===== src/rtl/flash_cmd_pkg.sv =====
package flash_cmd_pkg;

  localparam logic [7:0]  CMD_UNLK_A = 8'hAA;
  localparam logic [7:0]  CMD_UNLK_B = 8'h55;
  localparam logic [7:0]  CMD_SETUP  = 8'h80;
  localparam logic [7:0]  CMD_CHIP   = 8'h10;
  localparam logic [7:0]  CMD_SECT   = 8'h30;
  localparam logic [11:0] ADR_UNLK_A = 12'h555;
  localparam logic [11:0] ADR_UNLK_B = 12'h2AA;

  typedef enum logic [2:0] {
    D_IDLE, D_U1, D_U2, D_SETUP, D_U4, D_U5, D_WIN
  } dec_st_t;

  typedef enum logic [1:0] {
    SQ_IDLE, SQ_PRE, SQ_VER, SQ_ERA
  } seq_st_t;

  // Preset content of a sector after hardware reset.
  function automatic logic [7:0] init_byte(input int idx);
    return 8'hA0 | 8'(idx);
  endfunction

  // Status byte: poll bit 7 low, toggle bit 6, erase-phase bit 3, sector toggle bit 2.
  function automatic logic [7:0] status_byte(input logic tog, input logic erasing,
                                             input logic stog);
    return {1'b0, tog, 2'b00, erasing, stog, 2'b00};
  endfunction

endpackage


===== src/rtl/flash_cmd_decode.sv =====
module flash_cmd_decode
  import flash_cmd_pkg::*;
#(
  parameter int ADDR_W   = 12,
  parameter int NUM_SECT = 8,
  parameter int WIN_CYC  = 20
) (
  input  logic                clk,
  input  logic                rst_n,
  input  logic                we,
  input  logic [ADDR_W-1:0]   addr,
  input  logic [7:0]          wdata,
  input  logic                seq_busy,
  output logic                launch,
  output logic [NUM_SECT-1:0] launch_mask,
  output logic                in_window,
  output logic [NUM_SECT-1:0] win_mask
);
  localparam int SECT_W = $clog2(NUM_SECT);
  localparam int WCNT_W = $clog2(WIN_CYC + 1);

  dec_st_t             st_q, st_n;
  logic [WCNT_W-1:0]   cnt_q, cnt_n;
  logic [NUM_SECT-1:0] mask_q, mask_n;
  logic [SECT_W-1:0]   wr_sect;
  logic [NUM_SECT-1:0] wr_onehot;
  logic hit_a, hit_b, hit_setup, hit_chip, hit_sect;
  logic chip_go, sect_go;

  assign wr_sect   = addr[ADDR_W-1 -: SECT_W];
  assign wr_onehot = NUM_SECT'(1) << wr_sect;
  assign hit_a     = (addr == ADDR_W'(ADR_UNLK_A)) && (wdata == CMD_UNLK_A);
  assign hit_b     = (addr == ADDR_W'(ADR_UNLK_B)) && (wdata == CMD_UNLK_B);
  assign hit_setup = (addr == ADDR_W'(ADR_UNLK_A)) && (wdata == CMD_SETUP);
  assign hit_chip  = (addr == ADDR_W'(ADR_UNLK_A)) && (wdata == CMD_CHIP);
  assign hit_sect  = (wdata == CMD_SECT);

  always_comb begin
    st_n    = st_q;
    cnt_n   = cnt_q;
    mask_n  = mask_q;
    chip_go = 1'b0;
    sect_go = 1'b0;
    unique case (st_q)
      D_IDLE:  if (we && !seq_busy) st_n = hit_a ? D_U1 : D_IDLE;
      D_U1:    if (we) st_n = hit_b ? D_U2 : D_IDLE;
      D_U2:    if (we) st_n = hit_setup ? D_SETUP : D_IDLE;
      D_SETUP: if (we) st_n = hit_a ? D_U4 : D_IDLE;
      D_U4:    if (we) st_n = hit_b ? D_U5 : D_IDLE;
      D_U5: begin
        if (we) begin
          st_n = D_IDLE;
          if (hit_chip) begin
            chip_go = 1'b1;
          end else if (hit_sect) begin
            st_n   = D_WIN;
            mask_n = wr_onehot;
            cnt_n  = WCNT_W'(WIN_CYC);
          end
        end
      end
      D_WIN: begin
        if (we) begin
          if (hit_sect) begin
            mask_n = mask_q | wr_onehot;
            cnt_n  = WCNT_W'(WIN_CYC);
          end else begin
            st_n   = D_IDLE;
            mask_n = '0;
          end
        end else if (cnt_q == WCNT_W'(1)) begin
          sect_go = 1'b1;
          st_n    = D_IDLE;
          mask_n  = '0;
        end else begin
          cnt_n = cnt_q - WCNT_W'(1);
        end
      end
      default: st_n = D_IDLE;
    endcase
  end

  always_ff @(posedge clk or negedge rst_n) begin
    if (!rst_n) begin
      st_q   <= D_IDLE;
      cnt_q  <= '0;
      mask_q <= '0;
    end else begin
      st_q   <= st_n;
      cnt_q  <= cnt_n;
      mask_q <= mask_n;
    end
  end

  assign launch      = chip_go || sect_go;
  assign launch_mask = chip_go ? {NUM_SECT{1'b1}} : mask_q;
  assign in_window   = (st_q == D_WIN);
  assign win_mask    = mask_q;

  AST_WIN_ARMED: assert property (@(posedge clk) disable iff (!rst_n)
    (st_q == D_WIN) |-> (cnt_q != '0 && mask_q != '0));

  AST_IDLE_WHILE_ERASING: assert property (@(posedge clk) disable iff (!rst_n)
    seq_busy |-> (st_q == D_IDLE));

  AST_CANCEL_NO_LAUNCH: assert property (@(posedge clk) disable iff (!rst_n)
    (in_window && we && !hit_sect) |=> (st_q == D_IDLE && !seq_busy));

endmodule


===== src/rtl/flash_erase_seq.sv =====
module flash_erase_seq
  import flash_cmd_pkg::*;
#(
  parameter int NUM_SECT  = 8,
  parameter int PROG_CYC  = 4,
  parameter int ERASE_CYC = 16
) (
  input  logic                        clk,
  input  logic                        rst_n,
  input  logic                        launch,
  input  logic [NUM_SECT-1:0]         launch_mask,
  input  logic [$clog2(NUM_SECT)-1:0] rd_sect,
  output logic [7:0]                  rd_byte,
  output logic                        busy,
  output logic [NUM_SECT-1:0]         pend_mask
);
  localparam int SECT_W = $clog2(NUM_SECT);
  localparam int MAXC   = (PROG_CYC > ERASE_CYC) ? PROG_CYC : ERASE_CYC;
  localparam int CNT_W  = $clog2(MAXC + 1);

  function automatic logic [SECT_W-1:0] first_set(input logic [NUM_SECT-1:0] m);
    first_set = '0;
    for (int i = NUM_SECT - 1; i >= 0; i--) begin
      if (m[i]) first_set = SECT_W'(i);
    end
  endfunction

  seq_st_t             st_q;
  logic [CNT_W-1:0]    cnt_q;
  logic [NUM_SECT-1:0] pend_q;
  logic [7:0]          arr_q [NUM_SECT];
  logic [SECT_W-1:0]   cur;
  logic                verify_ok;
  logic [NUM_SECT-1:0] rest;

  assign cur       = first_set(pend_q);
  assign verify_ok = (arr_q[cur] == 8'h00);
  assign rest      = pend_q & ~(NUM_SECT'(1) << cur);

  always_ff @(posedge clk or negedge rst_n) begin
    if (!rst_n) begin
      st_q   <= SQ_IDLE;
      cnt_q  <= '0;
      pend_q <= '0;
      for (int i = 0; i < NUM_SECT; i++) arr_q[i] <= init_byte(i);
    end else begin
      unique case (st_q)
        SQ_IDLE: if (launch) begin
          pend_q <= launch_mask;
          st_q   <= SQ_PRE;
          cnt_q  <= CNT_W'(PROG_CYC - 1);
        end
        SQ_PRE: if (cnt_q == '0) begin
          arr_q[cur] <= 8'h00;
          st_q       <= SQ_VER;
        end else begin
          cnt_q <= cnt_q - CNT_W'(1);
        end
        SQ_VER: if (verify_ok) begin
          st_q  <= SQ_ERA;
          cnt_q <= CNT_W'(ERASE_CYC - 1);
        end else begin
          st_q  <= SQ_PRE;
          cnt_q <= CNT_W'(PROG_CYC - 1);
        end
        SQ_ERA: if (cnt_q == '0) begin
          arr_q[cur] <= 8'hFF;
          pend_q     <= rest;
          if (rest != '0) begin
            st_q  <= SQ_PRE;
            cnt_q <= CNT_W'(PROG_CYC - 1);
          end else begin
            st_q <= SQ_IDLE;
          end
        end else begin
          cnt_q <= cnt_q - CNT_W'(1);
        end
        default: st_q <= SQ_IDLE;
      endcase
    end
  end

  assign busy      = (st_q != SQ_IDLE);
  assign pend_mask = pend_q;
  assign rd_byte   = arr_q[rd_sect];

  AST_ERASE_AFTER_VERIFY: assert property (@(posedge clk) disable iff (!rst_n)
    (st_q == SQ_ERA && $past(st_q) != SQ_ERA) |-> ($past(st_q) == SQ_VER && $past(verify_ok)));

  AST_LAUNCH_HAS_TARGET: assert property (@(posedge clk) disable iff (!rst_n)
    (launch && st_q == SQ_IDLE) |-> (launch_mask != '0));

endmodule


===== src/rtl/flash_status_rd.sv =====
module flash_status_rd
  import flash_cmd_pkg::*;
#(
  parameter int NUM_SECT = 8
) (
  input  logic                        clk,
  input  logic                        rst_n,
  input  logic                        rd,
  input  logic [$clog2(NUM_SECT)-1:0] rd_sect,
  input  logic                        busy,
  input  logic                        erasing,
  input  logic [NUM_SECT-1:0]         sel_mask,
  input  logic [7:0]                  arr_byte,
  output logic [7:0]                  rdata
);
  logic tog_q, stog_q;
  logic sel_hit;

  assign sel_hit = sel_mask[rd_sect];

  always_ff @(posedge clk or negedge rst_n) begin
    if (!rst_n) begin
      rdata  <= 8'h00;
      tog_q  <= 1'b0;
      stog_q <= 1'b0;
    end else if (!busy) begin
      tog_q  <= 1'b0;
      stog_q <= 1'b0;
      if (rd) rdata <= arr_byte;
    end else if (rd) begin
      rdata <= status_byte(tog_q, erasing, stog_q);
      tog_q <= ~tog_q;
      if (sel_hit) stog_q <= ~stog_q;
    end
  end

  AST_POLL_LOW: assert property (@(posedge clk) disable iff (!rst_n)
    (rd && busy) |=> (rdata[7] == 1'b0));

  AST_TOGGLE_FLIPS: assert property (@(posedge clk) disable iff (!rst_n)
    (rd && busy) |=> (tog_q != $past(tog_q)));

  AST_STOG_HOLD: assert property (@(posedge clk) disable iff (!rst_n)
    (busy && !(rd && sel_hit)) |=> $stable(stog_q));

endmodule


===== src/rtl/flash_cmd_ctrl.sv =====
module flash_cmd_ctrl
  import flash_cmd_pkg::*;
#(
  parameter int ADDR_W    = 12,
  parameter int NUM_SECT  = 8,
  parameter int WIN_CYC   = 20,
  parameter int PROG_CYC  = 4,
  parameter int ERASE_CYC = 16
) (
  input  logic              clk,
  input  logic              rst_n,
  input  logic              we,
  input  logic [ADDR_W-1:0] addr,
  input  logic [7:0]        wdata,
  input  logic              rd,
  output logic [7:0]        rdata,
  output logic              ready_busy
);
  localparam int SECT_W = $clog2(NUM_SECT);

  logic                launch;
  logic [NUM_SECT-1:0] launch_mask;
  logic                in_window;
  logic [NUM_SECT-1:0] win_mask;
  logic                seq_busy;
  logic [NUM_SECT-1:0] pend_mask;
  logic [NUM_SECT-1:0] sel_mask;
  logic [SECT_W-1:0]   rd_sect;
  logic [7:0]          arr_byte;
  logic                busy;

  assign rd_sect  = addr[ADDR_W-1 -: SECT_W];
  assign busy     = in_window || seq_busy;
  assign sel_mask = in_window ? win_mask : pend_mask;

  flash_cmd_decode #(
    .ADDR_W(ADDR_W), .NUM_SECT(NUM_SECT), .WIN_CYC(WIN_CYC)
  ) u_dec (
    .clk(clk), .rst_n(rst_n), .we(we), .addr(addr), .wdata(wdata),
    .seq_busy(seq_busy), .launch(launch), .launch_mask(launch_mask),
    .in_window(in_window), .win_mask(win_mask)
  );

  flash_erase_seq #(
    .NUM_SECT(NUM_SECT), .PROG_CYC(PROG_CYC), .ERASE_CYC(ERASE_CYC)
  ) u_seq (
    .clk(clk), .rst_n(rst_n), .launch(launch), .launch_mask(launch_mask),
    .rd_sect(rd_sect), .rd_byte(arr_byte), .busy(seq_busy), .pend_mask(pend_mask)
  );

  flash_status_rd #(
    .NUM_SECT(NUM_SECT)
  ) u_stat (
    .clk(clk), .rst_n(rst_n), .rd(rd), .rd_sect(rd_sect), .busy(busy),
    .erasing(seq_busy), .sel_mask(sel_mask), .arr_byte(arr_byte), .rdata(rdata)
  );

  assign ready_busy = !busy;

  AST_LAUNCH_GOES_BUSY: assert property (@(posedge clk) disable iff (!rst_n)
    launch |=> !ready_busy);

endmodule


===== config.mk =====
export PLATFORM = sky130hd
export DESIGN_NAME = flash_cmd_ctrl
export DESIGN_NICKNAME = d
export VERILOG_FILES = /design/src/rtl/flash_cmd_pkg.sv /design/src/rtl/flash_cmd_decode.sv /design/src/rtl/flash_erase_seq.sv /design/src/rtl/flash_status_rd.sv /design/src/rtl/flash_cmd_ctrl.sv
export SDC_FILE = /design/constraint.sdc
export NUM_CORES = 1
export LEC_CHECK = 0
export ABC_AREA = 1
export BUFFER_PORTS_ARGS = -buffer_cell sky130_fd_sc_hd__buf_2
export CORE_MARGIN = 3
export CORE_UTILIZATION = 58
export CTS_CLUSTER_SIZE = 8
export DETAILED_ROUTE_END_ITERATION = 16
export PLACE_DENSITY = 0.78
export SLEW_MARGIN = 15
export SYNTH_ARGS = -nofsm -noshare
export SYNTH_HDL_FRONTEND = slang
export SYNTH_SLANG_ARGS = --single-unit

===== constraint.sdc =====
create_clock -name clk -period 2.05 [get_ports clk]
set_clock_uncertainty 0.2 [all_clocks]
set_input_delay 0.1025 -clock clk [delete_from_list [all_inputs] [get_ports clk]]
set_output_delay 0.1025 -clock clk [all_outputs]
set_load 0.01 [all_outputs]

==> run metrics <==
status=complete, but fails checks; failing checks=setup timing; Async SR Flop Fraction=1.00; Syn Inst Count=513; post-placement cell area=4010 sq um; Antenna Nets Post-Route=0; die width=85.2 um; largest net degree at the start of global routing=35; total gr overflow=0; gp weighted congestion=0.974; synthesized cell area=3640 sq um; worst slew pin tran=0.541 ns; non-filler cells, final=675; Net Count, Synth=541; dpl ws=-0.0718 ns; CP arrival=2.24 ns; cell row count=28; Setup WS post-layout=-0.121 ns; Post-synth EDFFs=0; Area growth, synth to finish=28.0%; DRT iter0 DRCs=379; WL/cell=15.5 um; Final Hold Fails=0; shortest period the worst path allows=2.17 ns; TritonCTS clock tree=done; peak supply drop=340 uV; Max Freq=0.461 GHz; hold_ws=0.0402 ns; total CTS buffers=5; Worst-path clk slew=0.11 ns; clk sink count=56; Final Cycle Share=1.06; drt drc=0; Hold Path Class=in -> reg; Antenna Diode Count=0; initial antenna violation count=0; Tot Pwr=2.03 mW; PortBufs=32; vias in the first global route=3,600; core area=5990 sq um; starting density of the core=0.607; dpl hpwl=7300 um; Total Nets Final=627; maximum clock path buffer count=2; first-pass GRT wire length=15,800 um; Ys Warns=0; DRT Wirelength=10,500 um; sequential cell area fraction in the yosys report=0.388; Mean Syn Cell Area=7.09 sq um; Slew HR=0.639; root buffer cell=clkbuf_8; max-cap violations=0; flop2flop setup slack=-0.12 ns; ys flop type=dfrtp_1; die height=85.2 um; Via density=5.76; Setup CP Type=reg -> reg; H-Tree Depth=2; Synth area leaders=dfrtp_1 33%, nand2_1 14%, inv_1 7.4%, o21ai_0 6.5%, dfstp_2 5.8%; dpl cells=632; die area=7250 sq um; Pwr per Cell Area=436 nW/um^2; Synth Register Bits=56; worst endpoint required time=2.12 ns; GRT Total Usage=0.270; total iterations of the first detailed-routing run=6; crit-path max FO=7; Leak=2.32 nW; Yosys top cell area share=0.330; boundary pin count=33; layout cells sized above 1=0.308; Startpoint Class=flop; setup violators final=6; Synth area leader=dfrtp_1; CP endpoint kind=flop; Vias=3,888; Slew Limit Fails=0; post-route cell area=4650 sq um; RSZ-0062 raised after global routing=true; Clk Latency, worst-skew pair=0.32 ns; Netlist cell types=42
[final cells by class]
| class | instances | area, sq um |
|---|---|---|
| multi-input combinational | 367 | 2100 |
| sequential | 56 | 1420 |
| fill | 417 | 1340 |
| timing repair buffer | 86 | 609 |
| inverter | 82 | 315 |
| tap | 75 | 93.8 |
| clock buffer | 6 | 72.6 |
| clock inverter | 2 | 35.0 |
| timing repair inverter | 1 | 7.51 |
[metrics by stage]
| stage | utilization | setup TNS (ns) |
|---|---|---|
| floorplan | - | 0 |
| global placement | 0.670 | 0 |
| detailed placement | 0.670 | -0.317 |
| CTS | 0.700 | 0 |
| global route | 0.777 | -2.09 |
| finish | 0.777 | -0.651 |
[cell usage after synthesis (4+ instances only)]
cell	n
a21oi_1	17
buf_2	5
dfrtp_1	48
dfstp_2	8
ha_1	4
inv_1	72
inv_2	8
nand2_1	139
nand2_2	6
nand2_4	4
nand3_1	34
nand4_1	8
nor2_1	44
nor2_2	4
nor3_1	7
nor4_1	6
o211ai_1	12
o21ai_0	47
o22ai_1	10
[power breakdown]
part	total (mW)	switching [mW]	internal [mW]
clock network	0.735	0.371	0.364
registers	1.12	0.00640	1.12
logic	0.170	0.110	0.0603
[metal layers]
layer,share of wire,vias to the layer above,GRT usage
li1,-,1859,-
met1,0.39,1812,0.345
met2,0.51,171,0.458
met3,0.060,46,0.0388
met4,0.039,0,0.109
met5,0,-,0
[cell families after synthesis]
logic type,share of synthesized area
AO/OA/AOI/OAI,0.159
XOR/XNOR,0.00482
buffers and inverters,0.0967
flip-flops,0.388
adder cells (fa/ha/maj),0.0138
AND/OR/NAND/NOR,0.337
[repair_timing]
item	4_1_cts	5_1_grt
endpoints found under the hold margin	60	0
endpoints found under the setup margin	5	42
hold buffers	3	0
buffers inserted	2	29
gates resized for setup	7	62
pin swaps	2	28
gates cloned	0	1
[worst max-delay path: stages, from the launching register on]
cell	delay, ns
dfrtp_1	0.46
nand2_1	0.11
nand2_1	0.07
nand2_1	0.08
nand2_2	0.07
nand2_2	0.10
nand2_4	0.11
nand2_8	0.12
nand2_4	0.08
nand2_4	0.07
nand2_2	0.05
nor2_2	0.10
nand2_1	0.07
nand2_2	0.12
nand2_4	0.08
nand2_4	0.11
nand2_2	0.05
nand2_1	0.05
[final timing paths]
check	startpoint	endpoint	cells past startpoint
max	u_seq.pend_mask[7]$_DFFE_PN0P_	u_seq.cnt_q[2]$_DFFE_PN0P_	17
min	addr[11]	u_dec.win_mask[2]$_DFFE_PN0P_	4
max reg2reg	u_seq.pend_mask[7]$_DFFE_PN0P_	u_seq.cnt_q[2]$_DFFE_PN0P_	17
min reg2reg	u_stat.rdata[4]$_DFFE_PN0P_	u_stat.rdata[4]$_DFFE_PN0P_	2
max in group asynchronous	rst_n	u_dec.st_q[1]$_DFFE_PN0P_	3
min in group asynchronous	rst_n	asynchronous set/reset pin	2
[cells in the final DEF, fill, tap and decap left out, types with 2 or more instances in the layout]
cell type      count
nor2_1            38
nand2_2           24
inv_1             69
nor2_2             5
nor3_2             2
dfrtp_2            5
nor3_1             5
dfstp_2            8
inv_2             10
nor3_4             2
buf_4             46
nand2_4            7
nand3_4            3
o211ai_1          12
buf_2             32
o21ai_2            3
dlygate4sd3_1      3
clkinv_2           2
nand4_1            8
a21oi_1           15
buf_6              3
nand2_1          117
a21oi_4            2
clkbuf_8           5
ha_1               4
nor4_1             5
xor2_1             2
buf_12             2
clkinvlp_4         2
o22ai_1            9
a22oi_1            2
o21ai_0           46
nor4_2             2
nand3_1           29
dfrtp_1           43
nand3_2            3
nor2_4             6
No activity file was read; power rests on OpenSTA's default activity.
